**src/rtl/fec_seg.sv**
```systemverilog
module fec_seg #(
  parameter int DW        = 16,
  parameter int NB        = 8,
  parameter int NS        = 8,
  parameter int BLKMAX    = 64,
  parameter int LW        = 12,
  parameter int IW        = 8,
  parameter int SYM_SLOTS = 2
) (
  input  logic                         clk,
  input  logic                         rst_n,
  input  logic                         cfg_we,
  input  logic [$clog2(NB)-1:0]        cfg_bid,
  input  logic [$clog2(BLKMAX+1)-1:0]  cfg_blk,
  input  logic [LW-1:0]                cfg_len,
  input  logic                         frame_start,
  input  logic                         sym_rdy,
  output logic                         fetch,
  input  logic                         in_valid,
  input  logic [$clog2(NB)-1:0]        in_bid,
  input  logic [DW-1:0]                in_data,
  input  logic                         in_eos,
  output logic                         buf_we,
  output logic [$clog2(NS)-1:0]        buf_slot,
  output logic [$clog2(BLKMAX)-1:0]    buf_off,
  output logic [DW-1:0]                buf_data,
  output logic                         done_valid,
  output logic [$clog2(NS)-1:0]        done_slot,
  output logic [$clog2(NB)-1:0]        done_bid,
  output logic [IW-1:0]                done_idx,
  output logic [$clog2(BLKMAX+1)-1:0]  done_len,
  output logic                         done_short,
  input  logic                         rel_valid,
  input  logic [$clog2(NS)-1:0]        rel_slot,
  output logic                         err
);
  localparam int BW = $clog2(NB);
  localparam int SW = $clog2(NS);
  localparam int AW = $clog2(BLKMAX);
  localparam int FW = $clog2(BLKMAX+1);
  localparam int CW = $clog2(NS+1);

  logic          vld   [NB];
  logic [FW-1:0] blk   [NB];
  logic [LW-1:0] len   [NB];
  logic          open  [NB];
  logic [SW-1:0] oslot [NB];
  logic [FW-1:0] fill  [NB];
  logic [LW-1:0] cnt   [NB];
  logic [IW-1:0] idx   [NB];
  logic [NS-1:0] used;
  logic          busy;

  logic [CW-1:0] free_cnt;
  logic [SW-1:0] low_free;
  logic          has_free;

  always_comb begin
    free_cnt = '0;
    low_free = '0;
    has_free = 1'b0;
    for (int i = NS-1; i >= 0; i--) begin
      if (!used[i]) begin
        free_cnt = free_cnt + CW'(1);
        low_free = SW'(i);
        has_free = 1'b1;
      end
    end
  end

  wire           acc       = busy && in_valid;
  wire           ok        = vld[in_bid] && (cnt[in_bid] != len[in_bid]);
  wire [FW-1:0]  nfill     = FW'(fill[in_bid] + 1'b1);
  wire [LW-1:0]  ncnt      = LW'(cnt[in_bid] + 1'b1);
  wire           close     = (nfill == blk[in_bid]) || (ncnt == len[in_bid]);
  wire [SW-1:0]  cur       = open[in_bid] ? oslot[in_bid] : low_free;
  wire           new_alloc = acc && ok && !open[in_bid];
  wire           frame_go  = frame_start && !busy;
  wire           can_fetch = !busy && !frame_start && sym_rdy && (free_cnt >= CW'(SYM_SLOTS));

  always_ff @(posedge clk) begin
    if (!rst_n) begin
      for (int b = 0; b < NB; b++) begin
        vld[b] <= 1'b0; blk[b] <= '0; len[b] <= '0;
        open[b] <= 1'b0; oslot[b] <= '0; fill[b] <= '0; cnt[b] <= '0; idx[b] <= '0;
      end
      used <= '0; busy <= 1'b0; fetch <= 1'b0; err <= 1'b0;
      buf_we <= 1'b0; buf_slot <= '0; buf_off <= '0; buf_data <= '0;
      done_valid <= 1'b0; done_slot <= '0; done_bid <= '0; done_idx <= '0;
      done_len <= '0; done_short <= 1'b0;
    end else begin
      fetch      <= 1'b0;
      buf_we     <= 1'b0;
      done_valid <= 1'b0;
      if (rel_valid) used[rel_slot] <= 1'b0;
      if (!busy && cfg_we) begin
        vld[cfg_bid] <= (cfg_blk != '0) && (cfg_blk <= FW'(BLKMAX));
        blk[cfg_bid] <= cfg_blk;
        len[cfg_bid] <= cfg_len;
      end
      if (frame_go) begin
        for (int b = 0; b < NB; b++) begin
          if (open[b]) used[oslot[b]] <= 1'b0;
          open[b] <= 1'b0; fill[b] <= '0; cnt[b] <= '0; idx[b] <= '0;
        end
        err <= 1'b0;
      end
      if (can_fetch) begin
        fetch <= 1'b1;
        busy  <= 1'b1;
      end
      if (acc) begin
        if (in_eos) busy <= 1'b0;
        if (ok) begin
          buf_we       <= 1'b1;
          buf_slot     <= cur;
          buf_off      <= fill[in_bid][AW-1:0];
          buf_data     <= in_data;
          used[cur]    <= 1'b1;
          cnt[in_bid]  <= ncnt;
          if (close) begin
            done_valid   <= 1'b1;
            done_slot    <= cur;
            done_bid     <= in_bid;
            done_idx     <= idx[in_bid];
            done_len     <= nfill;
            done_short   <= nfill != blk[in_bid];
            idx[in_bid]  <= idx[in_bid] + 1'b1;
            open[in_bid] <= 1'b0;
            fill[in_bid] <= '0;
          end else begin
            open[in_bid]  <= 1'b1;
            oslot[in_bid] <= cur;
            fill[in_bid]  <= nfill;
          end
        end else begin
          err <= 1'b1;
        end
      end
    end
  end


  fetch_gate_chk: assert property (@(posedge clk) disable iff (!rst_n)
    $rose(fetch) |-> $past(free_cnt) >= CW'(SYM_SLOTS));

  fetch_single_chk: assert property (@(posedge clk) disable iff (!rst_n)
    fetch |=> !fetch);

  write_src_chk: assert property (@(posedge clk) disable iff (!rst_n)
    buf_we |-> $past(in_valid));

  full_len_chk: assert property (@(posedge clk) disable iff (!rst_n)
    (done_valid && !done_short) |-> done_len == blk[done_bid]);

  short_len_chk: assert property (@(posedge clk) disable iff (!rst_n)
    done_valid |-> (done_len != '0) && (done_len <= blk[done_bid]));

  no_overflow_chk: assert property (@(posedge clk) disable iff (!rst_n)
    new_alloc |-> has_free);

  done_held_chk: assert property (@(posedge clk) disable iff (!rst_n)
    done_valid |-> used[done_slot]);

  err_sticky_chk: assert property (@(posedge clk) disable iff (!rst_n)
    (err && !frame_go) |=> err);

  drop_chk: assert property (@(posedge clk) disable iff (!rst_n)
    $rose(err) |-> !buf_we);
endmodule

```
**config.mk**
```make
export PLATFORM = sky130hd
export DESIGN_NAME = fec_seg
export DESIGN_NICKNAME = d
export VERILOG_FILES = /design/src/rtl/fec_seg.sv
export SDC_FILE = /design/constraint.sdc
export NUM_CORES = 1
export LEC_CHECK = 0
export ABC_AREA = 1
export CAP_MARGIN = 10
export CORE_ASPECT_RATIO = 0.75
export CORE_MARGIN = 2
export CORE_UTILIZATION = 40
export CTS_CLUSTER_SIZE = 25
export DETAILED_ROUTE_END_ITERATION = 7
export DONT_BUFFER_PORTS = 1
export HOLD_SLACK_MARGIN = 0.15
export PLACE_DENSITY_LB_ADDON = 0.15
export SKIP_CTS_REPAIR_TIMING = 1
export SLEW_MARGIN = 20
export SYNTH_ARGS = -nofsm -noshare
export SYNTH_HDL_FRONTEND = slang
export SYNTH_SLANG_ARGS = --single-unit
```
**constraint.sdc**
```tcl
create_clock -name clk -period 5.01 [get_ports clk]
set_input_delay 1.002 -clock clk [delete_from_list [all_inputs] [get_ports clk]]
set_output_delay 1.002 -clock clk [all_outputs]
set_load 0.01 [all_outputs]
```
==> run metrics <==
status=completed; crit path max-delay cell type=inv_4; Clk Latency, worst-skew pair=0.61 ns; dpl cell area=23900 µm²; leading cell type in the layout, fill and taps excluded=nand2_1; chip height=211 µm; Max FO, Critical Path=130; post-DR wirelength/cell=20.7 µm; Initial Util=40.7%; Post-Syn Area=22900 µm²; Sw Pwr=2.32 mW; area fraction of the dominant cell type after synthesis=51.8%; DRC errors left=0; fin. max-slew vios=0; RSZ-0062 raised after global routing=no; hold slack=0.482 ns; most frequent cells in the layout=nand2_1 (840), nor2_1 (535), edfxtp_1 (395), inv_1 (226), nand3_1 (131); total track usage=24.2%; detailed-router iteration count before antenna repair=8; fin crit share=83.5%; Tightest Hold Check Type=flop to flop; Slew @ Worst Pin=1.16 ns; clock share of power=39.8%; vias in the first global route=17263; Critical Path End Type=flop; clk_skew=0.0179 ns; Main synth FF type=edfxtp_1; fin area=25400 µm²; Rel. slew slack=22.6%; num rows=75; Setup crit start kind=input port; Iter 0 DRT Violations=2059; Mapped Avg Cell Area=8.58 µm²; die width=280 µm; switching share of power=26.2%; CORE AREA=56200 µm²; Leakage=10.8 nW; VDD IR max=0.301 mV; dpl hpwl=48500 µm; area of the multi-input gates=8090 µm²; die area=59200 µm²; critical path class=input port to flop; CTS tree=done; Top Ports=103; GP Congestion=0.949; Synth area leader=edfxtp_1; max-cap violation count=0; post-route ant nets=0; root buffer cell=clkbuf_16; most used cell, CP=buf_4; cts bufs inserted=49; fillers=5488; min cycle time layout=4.18 ns; Int Power=6.53 mW; Syn. warnings=0; storage element area=13300 µm²; Mapped Cells=2666; Syn-to-layout area delta=11.1%; Layout Nets=2747; total of flip-flops plus latches after synthesis=468; Synth cell types=52; port buffer count=0; layout cell share with drive strength beyond 1=7.27%; ordered cell list for the critical path=inv_4, buf_12, nor2_2, buf_4, inv_1, o21ai_0, nor3_1, o21ai_0, inv_1, nand3_2, nor2_2, buf_4, nand2_1, buf_4, nand2_1; initial antenna violation count=2; Final Setup Violations=0; maximum clock rate=0.239 GHz; sequential power share=50.4%; Syn Nets=2730; total number of vias=18368; Critical Path RT=5.26 ns; combinational share of power=9.8%; Max stage delay on crit path=0.39 ns; final worst slack=0.829 ns; DRT Wirelength=71600 µm; power per cell area=348 nW/µm²; largest net degree at the start of global routing=131; clock buffer depth=3; EDFF count, synth=395; sequential fraction of the synthesis area=58.2%; Final Util=45.2%; WP data arrival=4.43 ns; H-tree Lvls=2; GRT overflow=0; Final Hold Viols=0; vias per cell=5.32; TritonCTS Sinks=468; Async S/R FF share, synth=0%; first-pass GRT wire length=108000 µm; top cells by area, synth=edfxtp_1 (52%), nand2_1 (14%), nor2_1 (8.8%); Clock transition at path regs=0.06 ns; setup TNS=0 ns; dpl ws=0.372 ns
[cell type report]
type / instances / area share (%)
antenna: 1 / 0.00984
clock buffer: 66 / 5.19
clock inverter: 25 / 0.743
inverter: 239 / 3.54
multi-input combinational: 1837 / 31.8
sequential: 468 / 52.4
tap: 731 / 3.60
timing repair buffer: 88 / 2.70
[layer usage]
| layer | GRT usage (%) | vias to the layer above | wire, µm |
|---|---|---|---|
| met2 | 34.0 | 805 | 29100 |
| met1 | 38.3 | 8737 | 34300 |
| met3 | 4.53 | 89 | 6970 |
| met5 | 0 | - | 13 |
| met4 | 5.07 | 2 | 1230 |
| li1 | - | 8735 | - |
[final timing paths]
kind | startpoint | to | slack [ns] | cells past startpoint
hold / removal | vld[7] | vld[7] | 0.48 | 2
hold reg to reg | vld[7] | vld[7] | 0.48 | 2
setup / recovery | in_bid[0] | cnt[7][1] | 0.83 | 15
setup reg to reg | used[7] | busy | 1.06 | 25
[Yosys cell counts (all sizes together) (6+ instances only)]
cell type  count
a21oi         67
a221oi        19
a22o          12
buf           77
clkbuf        45
dfxtp         73
edfxtp       395
ha            12
inv          234
nand2        847
nand3        142
nand3b         9
nand4         22
nor2         546
nor3          10
o2111ai        6
o21ai         58
o22ai         24
xor2          17
[worst max-delay path: cells and delay by family]
kind	cells	cell delay [ns]
buf+inv	7	1.85
simple gates	6	1.11
compound gates	2	0.31
[registers in the layout, summed over array words and instances (netlist names), 16 cells and up]
register  flops
blk          56
buf_data     16
cnt          96
fill         56
idx          64
len          96
oslot        24
[metrics by stage]
step	power, mW	std cells
2_1_floorplan	5.07	2666
3_3_place_gp	5.39	3363
3_5_place_dp	5.40	3363
4_1_cts	8.89	3454
5_1_grt	9.14	3454
6_report	8.86	3455
[power by group through the flow]
stage	registers, mW	clock network, mW	logic (mW)
2_1_floorplan	4.52	0	0.550
3_3_place_gp	4.55	0	0.846
3_5_place_dp	4.55	0	0.851
4_1_cts	4.47	3.57	0.854
5_1_grt	4.48	3.71	0.947
6_report	4.47	3.52	0.867
[cells by family after synthesis]
group	synth area share [%]
AO/OA/AOI/OAI	5.99
XOR/XNOR	0.842
adder cells (fa/ha/maj)	0.656
buffers and inverters	6.46
flip-flops	58.2
AND/OR/NAND/NOR	27.8
No activity file was read; power rests on OpenSTA's default activity.
